`src/rtl/sdr_burst_pkg.sv`:
```
package sdr_burst_pkg;

    localparam int MODE_W = 13;

    typedef enum logic [1:0] {
        CMD_NOP   = 2'd0,
        CMD_READ  = 2'd1,
        CMD_WRITE = 2'd2,
        CMD_TERM  = 2'd3
    } cmd_e;

    typedef struct packed {
        logic [1:0] len_log2;
        logic       full_page;
        logic       interleave;
        logic [1:0] cas_lat;
        logic       write_single;
    } burst_cfg_t;

    localparam burst_cfg_t CFG_RESET = '{
        len_log2:     2'd0,
        full_page:    1'b0,
        interleave:   1'b0,
        cas_lat:      2'd2,
        write_single: 1'b0
    };

    // Whole op-code is accepted only when no field uses a reserved value.
    function automatic logic op_legal(input logic [MODE_W-1:0] op);
        logic len_ok;
        logic lat_ok;
        len_ok = (op[2:0] <= 3'd3) || ((op[2:0] == 3'd7) && !op[3]);
        lat_ok = (op[6:4] == 3'b010) || (op[6:4] == 3'b011);
        return (op[12:10] == 3'b000) && (op[8:7] == 2'b00) && len_ok && lat_ok;
    endfunction

    function automatic burst_cfg_t op_decode(input logic [MODE_W-1:0] op);
        burst_cfg_t c;
        c.full_page    = (op[2:0] == 3'd7);
        c.len_log2     = c.full_page ? 2'd0 : op[1:0];
        c.interleave   = op[3];
        c.cas_lat      = op[5:4];
        c.write_single = op[9];
        return c;
    endfunction

endpackage

```
`src/rtl/sdr_mode_reg.sv`:
```
module sdr_mode_reg
    import sdr_burst_pkg::*;
(
    input  logic              clk,
    input  logic              rst,
    input  logic              load,
    input  logic [MODE_W-1:0] op,
    output burst_cfg_t        cfg,
    output logic              illegal
);

    burst_cfg_t cfg_q;
    logic       illegal_q;
    logic       op_ok;

    always_comb op_ok = op_legal(op);

    always_ff @(posedge clk) begin
        if (rst) begin
            cfg_q     <= CFG_RESET;
            illegal_q <= 1'b0;
        end else if (load) begin
            illegal_q <= !op_ok;
            if (op_ok) cfg_q <= op_decode(op);
        end
    end

    assign cfg     = cfg_q;
    assign illegal = illegal_q;

    // a rejected load leaves settings untouched and raises the flag
    p_reject_keeps_cfg_r7: assert property (@(posedge clk) disable iff (rst)
        (load && !op_ok) |=> (cfg_q == $past(cfg_q)) && illegal_q);

endmodule

```
`src/rtl/sdr_col_gen.sv`:
```
module sdr_col_gen
    import sdr_burst_pkg::*;
#(
    parameter int COL_W = 10
) (
    input  logic             clk,
    input  logic             rst,
    input  cmd_e             cmd,
    input  logic [COL_W-1:0] cmd_col,
    input  logic [1:0]       len_log2,
    input  logic             full_page,
    input  logic             interleave,
    input  logic             write_single,
    output logic             col_valid,
    output logic [COL_W-1:0] col_addr,
    output logic             col_is_wr
);

    logic             valid_q;
    logic [COL_W-1:0] addr_q;
    logic             wr_q;
    logic [COL_W-1:0] start_q;
    logic [COL_W-1:0] idx_q;
    logic [1:0]       blg_q;
    logic             full_q;
    logic             ilv_q;
    logic             last_q;

    logic             is_wr;
    logic             single;
    logic [1:0]       eff_blg;
    logic             eff_full;
    logic [COL_W-1:0] len_m1;
    logic [COL_W-1:0] mask_q;

    function automatic logic [COL_W-1:0] beat_addr(
        input logic [COL_W-1:0] base,
        input logic [COL_W-1:0] idx,
        input logic [COL_W-1:0] mask,
        input logic             ilv
    );
        if (ilv) return base ^ (idx & mask);
        return (base & ~mask) | ((base + idx) & mask);
    endfunction

    always_comb begin
        is_wr    = (cmd == CMD_WRITE);
        single   = is_wr && write_single;
        eff_blg  = single ? 2'd0 : len_log2;
        eff_full = full_page && !single;
        len_m1   = (COL_W'(1) << blg_q) - COL_W'(1);
        mask_q   = full_q ? {COL_W{1'b1}} : len_m1;
    end

    always_ff @(posedge clk) begin
        if (rst) begin
            valid_q <= 1'b0;
            addr_q  <= '0;
            wr_q    <= 1'b0;
            start_q <= '0;
            idx_q   <= '0;
            blg_q   <= '0;
            full_q  <= 1'b0;
            ilv_q   <= 1'b0;
            last_q  <= 1'b0;
        end else begin
            unique case (cmd)
                CMD_READ, CMD_WRITE: begin
                    valid_q <= 1'b1;
                    addr_q  <= cmd_col;
                    start_q <= cmd_col;
                    idx_q   <= COL_W'(1);
                    wr_q    <= is_wr;
                    blg_q   <= eff_blg;
                    full_q  <= eff_full;
                    ilv_q   <= interleave;
                    last_q  <= !eff_full && (eff_blg == 2'd0);
                end
                CMD_TERM: begin
                    valid_q <= 1'b0;
                    last_q  <= 1'b0;
                end
                default: begin
                    if (valid_q) begin
                        if (last_q) begin
                            valid_q <= 1'b0;
                        end else begin
                            addr_q <= beat_addr(start_q, idx_q, mask_q, ilv_q);
                            idx_q  <= idx_q + COL_W'(1);
                            last_q <= !full_q && (idx_q == len_m1);
                        end
                    end
                end
            endcase
        end
    end

    assign col_valid = valid_q;
    assign col_addr  = addr_q;
    assign col_is_wr = wr_q;

    // a new command lands its own start column on the next cycle
    p_start_column_r8: assert property (@(posedge clk) disable iff (rst)
        ((cmd == CMD_READ) || (cmd == CMD_WRITE)) |=>
            (valid_q && (addr_q == $past(cmd_col))));

    // burst stop removes the beat after the registering edge
    p_stop_clears_r9: assert property (@(posedge clk) disable iff (rst)
        (cmd == CMD_TERM) |=> !valid_q);

    // a continuing non-page burst never leaves its aligned block
    p_block_fixed_r3: assert property (@(posedge clk) disable iff (rst)
        (valid_q && $past(valid_q) && ($past(cmd) == CMD_NOP) && !full_q) |->
            ((addr_q & ~mask_q) == ($past(addr_q) & ~mask_q)));

    // a full-page burst keeps running while nothing stops it
    p_page_runs_r2: assert property (@(posedge clk) disable iff (rst)
        (valid_q && full_q && (cmd == CMD_NOP)) |=> valid_q);

endmodule

```
`src/rtl/sdr_rd_pipe.sv`:
```
module sdr_rd_pipe #(
    parameter int MAX_LAT = 3
) (
    input  logic       clk,
    input  logic       rst,
    input  logic       beat,
    input  logic [1:0] lat,
    output logic       rd_oe,
    output logic       rd_valid
);

    localparam int TAP_W = $clog2(MAX_LAT + 1);

    logic [MAX_LAT:1] sh_q;
    logic [MAX_LAT:0] taps;
    logic [TAP_W-1:0] lat_i;

    always_ff @(posedge clk) begin
        if (rst) sh_q <= '0;
        else     sh_q <= {sh_q[MAX_LAT-1:1], beat};
    end

    always_comb begin
        taps     = {sh_q, beat};
        lat_i    = TAP_W'(lat);
        rd_oe    = taps[lat_i - TAP_W'(1)];
        rd_valid = taps[lat_i];
    end

    // every valid cycle is preceded by an output-enable cycle
    p_valid_trails_oe_r5: assert property (@(posedge clk) disable iff (rst)
        rd_valid |-> $past(rd_oe));

endmodule

```
`src/rtl/sdr_burst_seq.sv`:
```
module sdr_burst_seq
    import sdr_burst_pkg::*;
#(
    parameter int COL_W   = 10,
    parameter int MAX_LAT = 3
) (
    input  logic             clk,
    input  logic             rst,
    input  logic             mode_load,
    input  logic [12:0]      mode_op,
    input  logic [1:0]       cmd,
    input  logic [COL_W-1:0] cmd_col,
    output logic             col_valid,
    output logic [COL_W-1:0] col_addr,
    output logic             col_is_wr,
    output logic             rd_oe,
    output logic             rd_valid,
    output logic             mode_illegal
);

    burst_cfg_t cfg;
    cmd_e       cmd_i;
    logic       rd_beat;

    assign cmd_i   = cmd_e'(cmd);
    assign rd_beat = col_valid && !col_is_wr;

    sdr_mode_reg u_mode (
        .clk     (clk),
        .rst     (rst),
        .load    (mode_load),
        .op      (mode_op),
        .cfg     (cfg),
        .illegal (mode_illegal)
    );

    sdr_col_gen #(.COL_W(COL_W)) u_col (
        .clk          (clk),
        .rst          (rst),
        .cmd          (cmd_i),
        .cmd_col      (cmd_col),
        .len_log2     (cfg.len_log2),
        .full_page    (cfg.full_page),
        .interleave   (cfg.interleave),
        .write_single (cfg.write_single),
        .col_valid    (col_valid),
        .col_addr     (col_addr),
        .col_is_wr    (col_is_wr)
    );

    sdr_rd_pipe #(.MAX_LAT(MAX_LAT)) u_rd (
        .clk      (clk),
        .rst      (rst),
        .beat     (rd_beat),
        .lat      (cfg.cas_lat),
        .rd_oe    (rd_oe),
        .rd_valid (rd_valid)
    );

    // read strobes never start from a write beat
    p_no_oe_from_write_r6: assert property (@(posedge clk) disable iff (rst)
        (col_valid && col_is_wr && !rd_oe) |=> !(rd_oe && !$past(rd_beat) && (cfg.cas_lat == 2'd2)));

endmodule

```
`config.mk`:
```
export PLATFORM = sky130hd
export DESIGN_NAME = sdr_burst_seq
export DESIGN_NICKNAME = d
export VERILOG_FILES = /design/src/rtl/sdr_burst_pkg.sv /design/src/rtl/sdr_mode_reg.sv /design/src/rtl/sdr_col_gen.sv /design/src/rtl/sdr_rd_pipe.sv /design/src/rtl/sdr_burst_seq.sv
export SDC_FILE = /design/constraint.sdc
export NUM_CORES = 1
export LEC_CHECK = 0
export BUFFER_PORTS_ARGS = -buffer_cell sky130_fd_sc_hd__buf_4
export CAP_MARGIN = 20
export CELL_PAD_IN_SITES_DETAIL_PLACEMENT = 0
export CELL_PAD_IN_SITES_GLOBAL_PLACEMENT = 1
export CORE_MARGIN = 3
export CORE_UTILIZATION = 25
export DETAILED_ROUTE_END_ITERATION = 6
export GPL_TIMING_DRIVEN = 0
export PLACE_DENSITY_LB_ADDON = 0.12
export REMOVE_ABC_BUFFERS = 1
export SYNTH_ARGS = -nofsm -noshare
export SYNTH_HDL_FRONTEND = slang
export SYNTH_HIERARCHICAL = 1
export SYNTH_SLANG_ARGS = --single-unit
```
`constraint.sdc`:
```
create_clock -name clk -period 2.7 [get_ports clk]
set_input_delay 0.81 -clock clk [delete_from_list [all_inputs] [get_ports clk]]
set_output_delay 0.81 -clock clk [all_outputs]
set_load 0.005 [all_outputs]
```
==> impl_metrics.yaml, run 1 <==
clocking:
  clk_pin_slew_ns: 0.07
  cts-root-buf: "clkbuf_16"
  cts.sink_count: 48
  cts_tree: "yes"
  cts_buffers: 5
  clk_latency_ns: 0.30
  clock_path_buffers: 2
  cts-htree-levels: 2
synthesis:
  syn_inst: 356
  ys_warn_count: 6
  synth-seq-cells: 48
  yosys.cell_types.count: 54
  ys_seq_area_share_pct: 32.4
  synth.avg_cell_area_um2: 8.33
  post_synth_instance_area_um2: 2970
placed_design:
  gp_congestion: 0.827
  dpl.cell_count: 521
  port-buffer-count: 42
  postPlaceCellArea_um2: 3350
  dpl.hpwl_mm: 5.91
global_routing:
  globalRouteTotalUtil_pct: 13.5
  initial_antenna_violation_count: 0
  grt_first_pass_wirelength_mm: 14.1
  pin_count_of_the_biggest_net_entering_global_routing: 39
  global_route.overflow_total: 0
  via_count_of_the_first_global_routing_pass: 2685
worst_setup_path:
  criticalPathCategory: "input port to flop"
  slowest_delay_ns: 0.50
  setup.worst_path.end_class: "flop"
  critical_path_buf_inv_count: 4
  path_cells: "buf_4 > inv_1 > ha_4 > clkinvlp_4 > a21oi_4 > buf_6 > nand4_1 > xor2_1 > nor2_1"
  cp_slowest_cell: "ha_4"
  crit_family: "buffers and inverters"
  critical_path.startpoint_type: "input port"
  critical_path_arrival_ns: 2.67
  worstPathMaxFanout: 20
  critical_path_required_ns: 2.87
  worst_r2r_startpoint: "u_col/idx_q[1]"
  timing.critical_path.from: "cmd[0]"
routing:
  totalWireLength_mm: 8.68
  routed_wire_length_per_instance_um: 16.3
  dr.pass1.iters: 4
  drt_first_iter_violations: 118
  route.antenna.remaining_nets: 0
  route.detailed.vias_per_inst: 5.05
  detailroute.via_count: 2682
  drc_errors: 0
die:
  floorplan.io_pins: 43
  die-height_um: 115
  initial_core_util_pct: 25.8
  rows: 39
  placeableCoreArea_um2: 11500
  dieWidth_um: 115
  fp.dieArea_um2: 13200
run:
  maxCapViolations: 0
sta:
  final_hold_viol_count: 0
  worst_clock_skew_ns: 0.00676
  setup_repair_after_global_routing_missed_its_margin: "no"
  maxSlewViolCount: 0
  fin_crit_sh_pct: 92.8
  max_freq_mhz: 399
  post-route-min-period_ns: 2.51
  relSlewSlack_pct: 49.0
  worst_slew_pin_slew_ns: 0.764
  finalSetupViolCount: 0
cells_and_area:
  final_instance_area_um2: 3600
  layout.cells.non_filler: 531
  num_antenna_cells: 0
  areaGrowthSynthToFinish_pct: 21.5
  final_nets: 430
  fraction_of_layout_cells_with_a_size_suffix_above_1_pct: 17.0
power_and_ir_drop:
  pwr_density_cell_nw_per_um2: 537
  ir_drop_uv: 219
  power.static_leakage_nw: 1.42
run_status:
  status: "complete, no violations"
min_path:
  min-delay-path-class: "flop to flop"
  holdCritStartpoint: "u_col/col_addr[5]"
-- layout make-up --
class	count	area (um2)
well taps	143	179
repair buffers	45	362
inverters	19	75.1
clock buffers	5	125
multi-input cells	268	1830
clock inverters	3	68.8
fillers	1252	7910
flip-flops and latches	48	961
-- worst register-to-register path, cell delays in order (launching register included) --
cell	delay, ns
dfxtp_1	0.58
ha_1	0.33
a211oi_1	0.37
nor2_1	0.16
o41a_1	0.33
a221oi_1	0.30
o32ai_1	0.11
-- cells by family (layout without fill, tap and decap cells) --
family	count (synthesis)	in the layout	synth area share (%)
buffers and inverters	40	72	6.62
xor gates and xnor gates	14	14	4.13
and+or+nand+nor	127	127	22.0
muxes	14	14	5.82
adders and majority gates	15	15	6.58
AOI/OAI and AO/OA	98	98	22.5
DFF	48	48	32.4
-- cell usage after synthesis, drive strengths merged --
master,count,area [um2]
ha,14,175
a211oi,8,72.6
o211a,1,10.0
buf,12,81.3
clkbuf,9,43.8
o221a,2,22.5
and3,2,12.5
or4,1,11.3
and2,1,6.26
a221oi,5,43.8
o22ai,1,6.26
mux2i,12,120
nand3,12,60.1
o41a,1,11.3
nor4,2,12.5
dfxtp,48,961
nor3,5,25.0
a311oi,2,17.5
a21boi,1,7.51
nor2,34,128
a22oi,2,15.0
nand4b,2,17.5
nand2,29,109
nor2b,7,51.3
a21oi,28,140
a31oi,10,62.6
a21o,3,22.5
nand3b,4,30.0
o221ai,4,35.0
nand4bb,1,11.3
a22o,1,10.0
inv,19,71.3
o21ai,19,95.1
nand4,5,31.3
nand2b,15,93.8
o21a,2,15.0
a2111oi,2,30.0
nor4b,1,8.76
mux4,2,52.6
or3,6,43.8
fa,1,20.0
xor2,12,105
xnor2,2,17.5
o211ai,2,15.0
o32ai,4,35.0
-- worst paths after layout --
kind,endpoint,slack (ns),cells past startpoint
worst min register to register,u_col/col_addr[5],0.48,2
worst min-delay path,u_col/col_addr[5],0.48,2
worst max register to register,u_col/col_addr[5],0.38,6
worst max-delay path,u_col/idx_q[3],0.19,9
-- flip-flops by register name, indices dropped and copies added (netlist names) --
signal and cells:
u_col/last_q 1, u_col/start_q 10, u_mode/cfg 7, u_col/col_valid 1, u_col/full_q 1, u_col/col_is_wr 1, u_col/ilv_q 1, u_col/blg_q 2
u_col/col_addr 10, u_col/idx_q 10, u_mode/illegal 1, u_rd/sh_q 3
-- report_power, final --
group	switching [mW]	internal [mW]	total, mW
clock network	0.300	0.535	0.835
logic	0.169	0.150	0.319
registers	0.0344	0.746	0.780
-- metrics by stage --
stage	utilization (%)	power, mW	setup TNS, ns	hold WS [ns]	worst slack, ns
after global placement	29.0	1.09	-50.24	0.465	-2.79
after global routing	31.3	2.04	0	0.497	0.0761
after CTS	31.1	1.96	0	0.482	0.0146
after floorplan	-	0.955	-12.65	0.444	-1.00
final	31.3	1.93	0	0.475	0.193
after detailed placement	29.1	1.10	-18.14	0.466	-1.14
-- per-layer routing --
metal | wire (um) | track usage [%] | vias up
met1 | 4200 | 17.4 | 1259
met5 | 0 | 0 | -
li1 | - | - | 1357
met3 | 347 | 2.79 | 15
met4 | 175 | 4.54 | 0
met2 | 3960 | 22.6 | 51
-- placed cells by master, fill, tap and decap left out, drive strengths merged, types with 5 or more instances in the layout --
cell type   n
inv        19
nor2b       7
xor2       12
a211oi      8
a21oi      28
a31oi      10
o21ai      19
nor3        5
clkbuf      5
nand4       5
nor2       34
a221oi      5
nand2      29
dfxtp      48
buf        45
or3         6
nand2b     15
ha         14
nand3      12
mux2i      12
-- repair_timing --
item / CTS / global route
buffers inserted: 1 / 1
endpoints found under the setup margin: 18 / 10
pin swaps: 0 / 1
resized for setup: 3 / 0
hold buffers: 0 / 0
Note: power is estimated with default switching activity, not from simulation.
==> run 2: changes to the inputs <==
CORE_MARGIN = 2   (was 3)
==> impl_metrics.yaml, run 2 (synthesized netlist as in run 1, its figures left out) <==
global_routing:
  initial_antenna_violation_count: 0
  pin_count_of_the_biggest_net_entering_global_routing: 39
  grt_first_pass_wirelength_mm: 13.7
  use_met3_pct: 2.73
  grt-busiest-layer: "met2"
  globalRouteTotalUtil_pct: 13.9
  gr-usage-met1_pct: 18.3
  via_count_of_the_first_global_routing_pass: 2519
  use_met2_pct: 23.1
  global_route.overflow_total: 0
routing:
  drt_first_iter_violations: 109
  route.detailed.vias_per_inst: 4.97
  routed_wire_length_per_instance_um: 16.5
  dr.pass1.iters: 6
  drc_errors: 1
  detailroute.via_count: 2641
  route.antenna.remaining_nets: 0
  totalWireLength_mm: 8.74
sta:
  final_hold_viol_count: 0
  worst_slew_pin_slew_ns: 0.753
  relSlewSlack_pct: 49.8
  setup_repair_after_global_routing_missed_its_margin: "no"
  maxSlewViolCount: 0
  setup-tns-final_ns: 0
  worst_hold_slack_ns: 0.477
  post-route-min-period_ns: 2.56
  max_freq_mhz: 391
  worst_clock_skew_ns: 0.00654
  fin_crit_sh_pct: 94.7
  finalSetupViolCount: 0
  setup_ws_ns: 0.144
cells_and_area:
  final_common_cell: "dfxtp_1"
  num_antenna_cells: 0
  layout.cells.non_filler: 531
  fraction_of_layout_cells_with_a_size_suffix_above_1_pct: 17.0
  final_nets: 430
  most-common-layout-cells: "48 x dfxtp_1, 43 x buf_4, 34 x nor2_1"
  areaGrowthSynthToFinish_pct: 20.1
clocking:
  clk_latency_ns: 0.29
  cts-htree-levels: 2
  cts_buffers: 5
  clk_pin_slew_ns: 0.07
  cts.hold.buffers_added: 0
  cts-root-buf: "clkbuf_16"
  cts_tree: "yes"
  clock_path_buffers: 2
  cts.sink_count: 48
die:
  die-height_um: 113
  fp.dieArea_um2: 12800
  rows: 39
  initial_core_util_pct: 25.8
  placeableCoreArea_um2: 11500
  floorplan.io_pins: 43
  dieWidth_um: 113
worst_setup_path:
  timing.critical_path.from: "cmd[0]"
  worst_r2r_startpoint: "u_col/idx_q[1]"
  criticalPathCategory: "input port to flop"
  critical_path.startpoint_type: "input port"
  critical_path_required_ns: 2.86
  setup.worst_path.end_class: "flop"
  critical_path_arrival_ns: 2.72
  worstPathMaxFanout: 20
placed_design:
  dpl.hpwl_mm: 5.93
  dpl.cell_count: 521
  placement.setup.worst_slack_ns: -1.15
  gp_congestion: 0.806
  port-buffer-count: 42
run_status:
  failing_checks: "design-rule violations"
  status: "finished with violations"
power_and_ir_drop:
  pwr_density_cell_nw_per_um2: 497
  power.static_leakage_nw: 1.40
  fin_total_pwr_mw: 1.77
  ir_drop_uv: 197
run:
  maxCapViolations: 0
min_path:
  min-delay-path-class: "flop to flop"
  holdCritStartpoint: "u_mode/cfg[3]"
-- run 2: what timing repair did --
action | 4_1_cts | 5_1_grt
buffers inserted | 2 | 0
endpoints found under the setup margin | 18 | 0
resized for setup | 3 | 0
hold endpoints to repair | 0 | 0
-- run 2: area by class of cell --
cell class / count / area [um2]
Sequential cell: 48 / 961
Multi-Input combinational cell: 268 / 1830
Inverter: 19 / 75.1
Tap cell: 143 / 179
Timing Repair Buffer: 45 / 362
Clock buffer: 6 / 139
Fill cell: 1254 / 7950
Clock inverter: 2 / 13.8
-- run 2: power by group --
part	leakage, nW	switching, mW	internal, mW
combinational	0.935	0.170	0.150
sequential	0.392	0.0346	0.746
clock	0.0772	0.297	0.371
-- run 2: worst max-delay path: stages --
cell and delay, ns:
buf_4 0.08, inv_1 0.07, ha_4 0.50, clkinvlp_4 0.28
a2111oi_2 0.55, nand3_1 0.17, xor2_1 0.19, nor2_1 0.05
-- run 2: through the flow --
stage / utilization, % / area (um2)
global route: 30.9 / 3560
detailed placement: 29.1 / 3350
floorplan: - / 2840
global placement: 29.0 / 3340
CTS: 30.9 / 3560
finish: 30.9 / 3560
-- run 2: routing by layer --
layer	share of wire (%)	routed length, um	vias up
met5	0	0	-
li1	-	-	1355
met3	3.5	310	8
met1	48	4180	1227
met2	47	4140	51
met4	1.2	108	0
-- run 2: final timing paths --
check                           cells after the start                 to  slack, ns
worst min-delay path                                2      u_mode/cfg[3]       0.48
worst max-delay path                                8     u_col/idx_q[9]       0.14
worst min register to register                      2      u_mode/cfg[3]       0.48
worst max register to register                      6  u_col/col_addr[5]       0.38
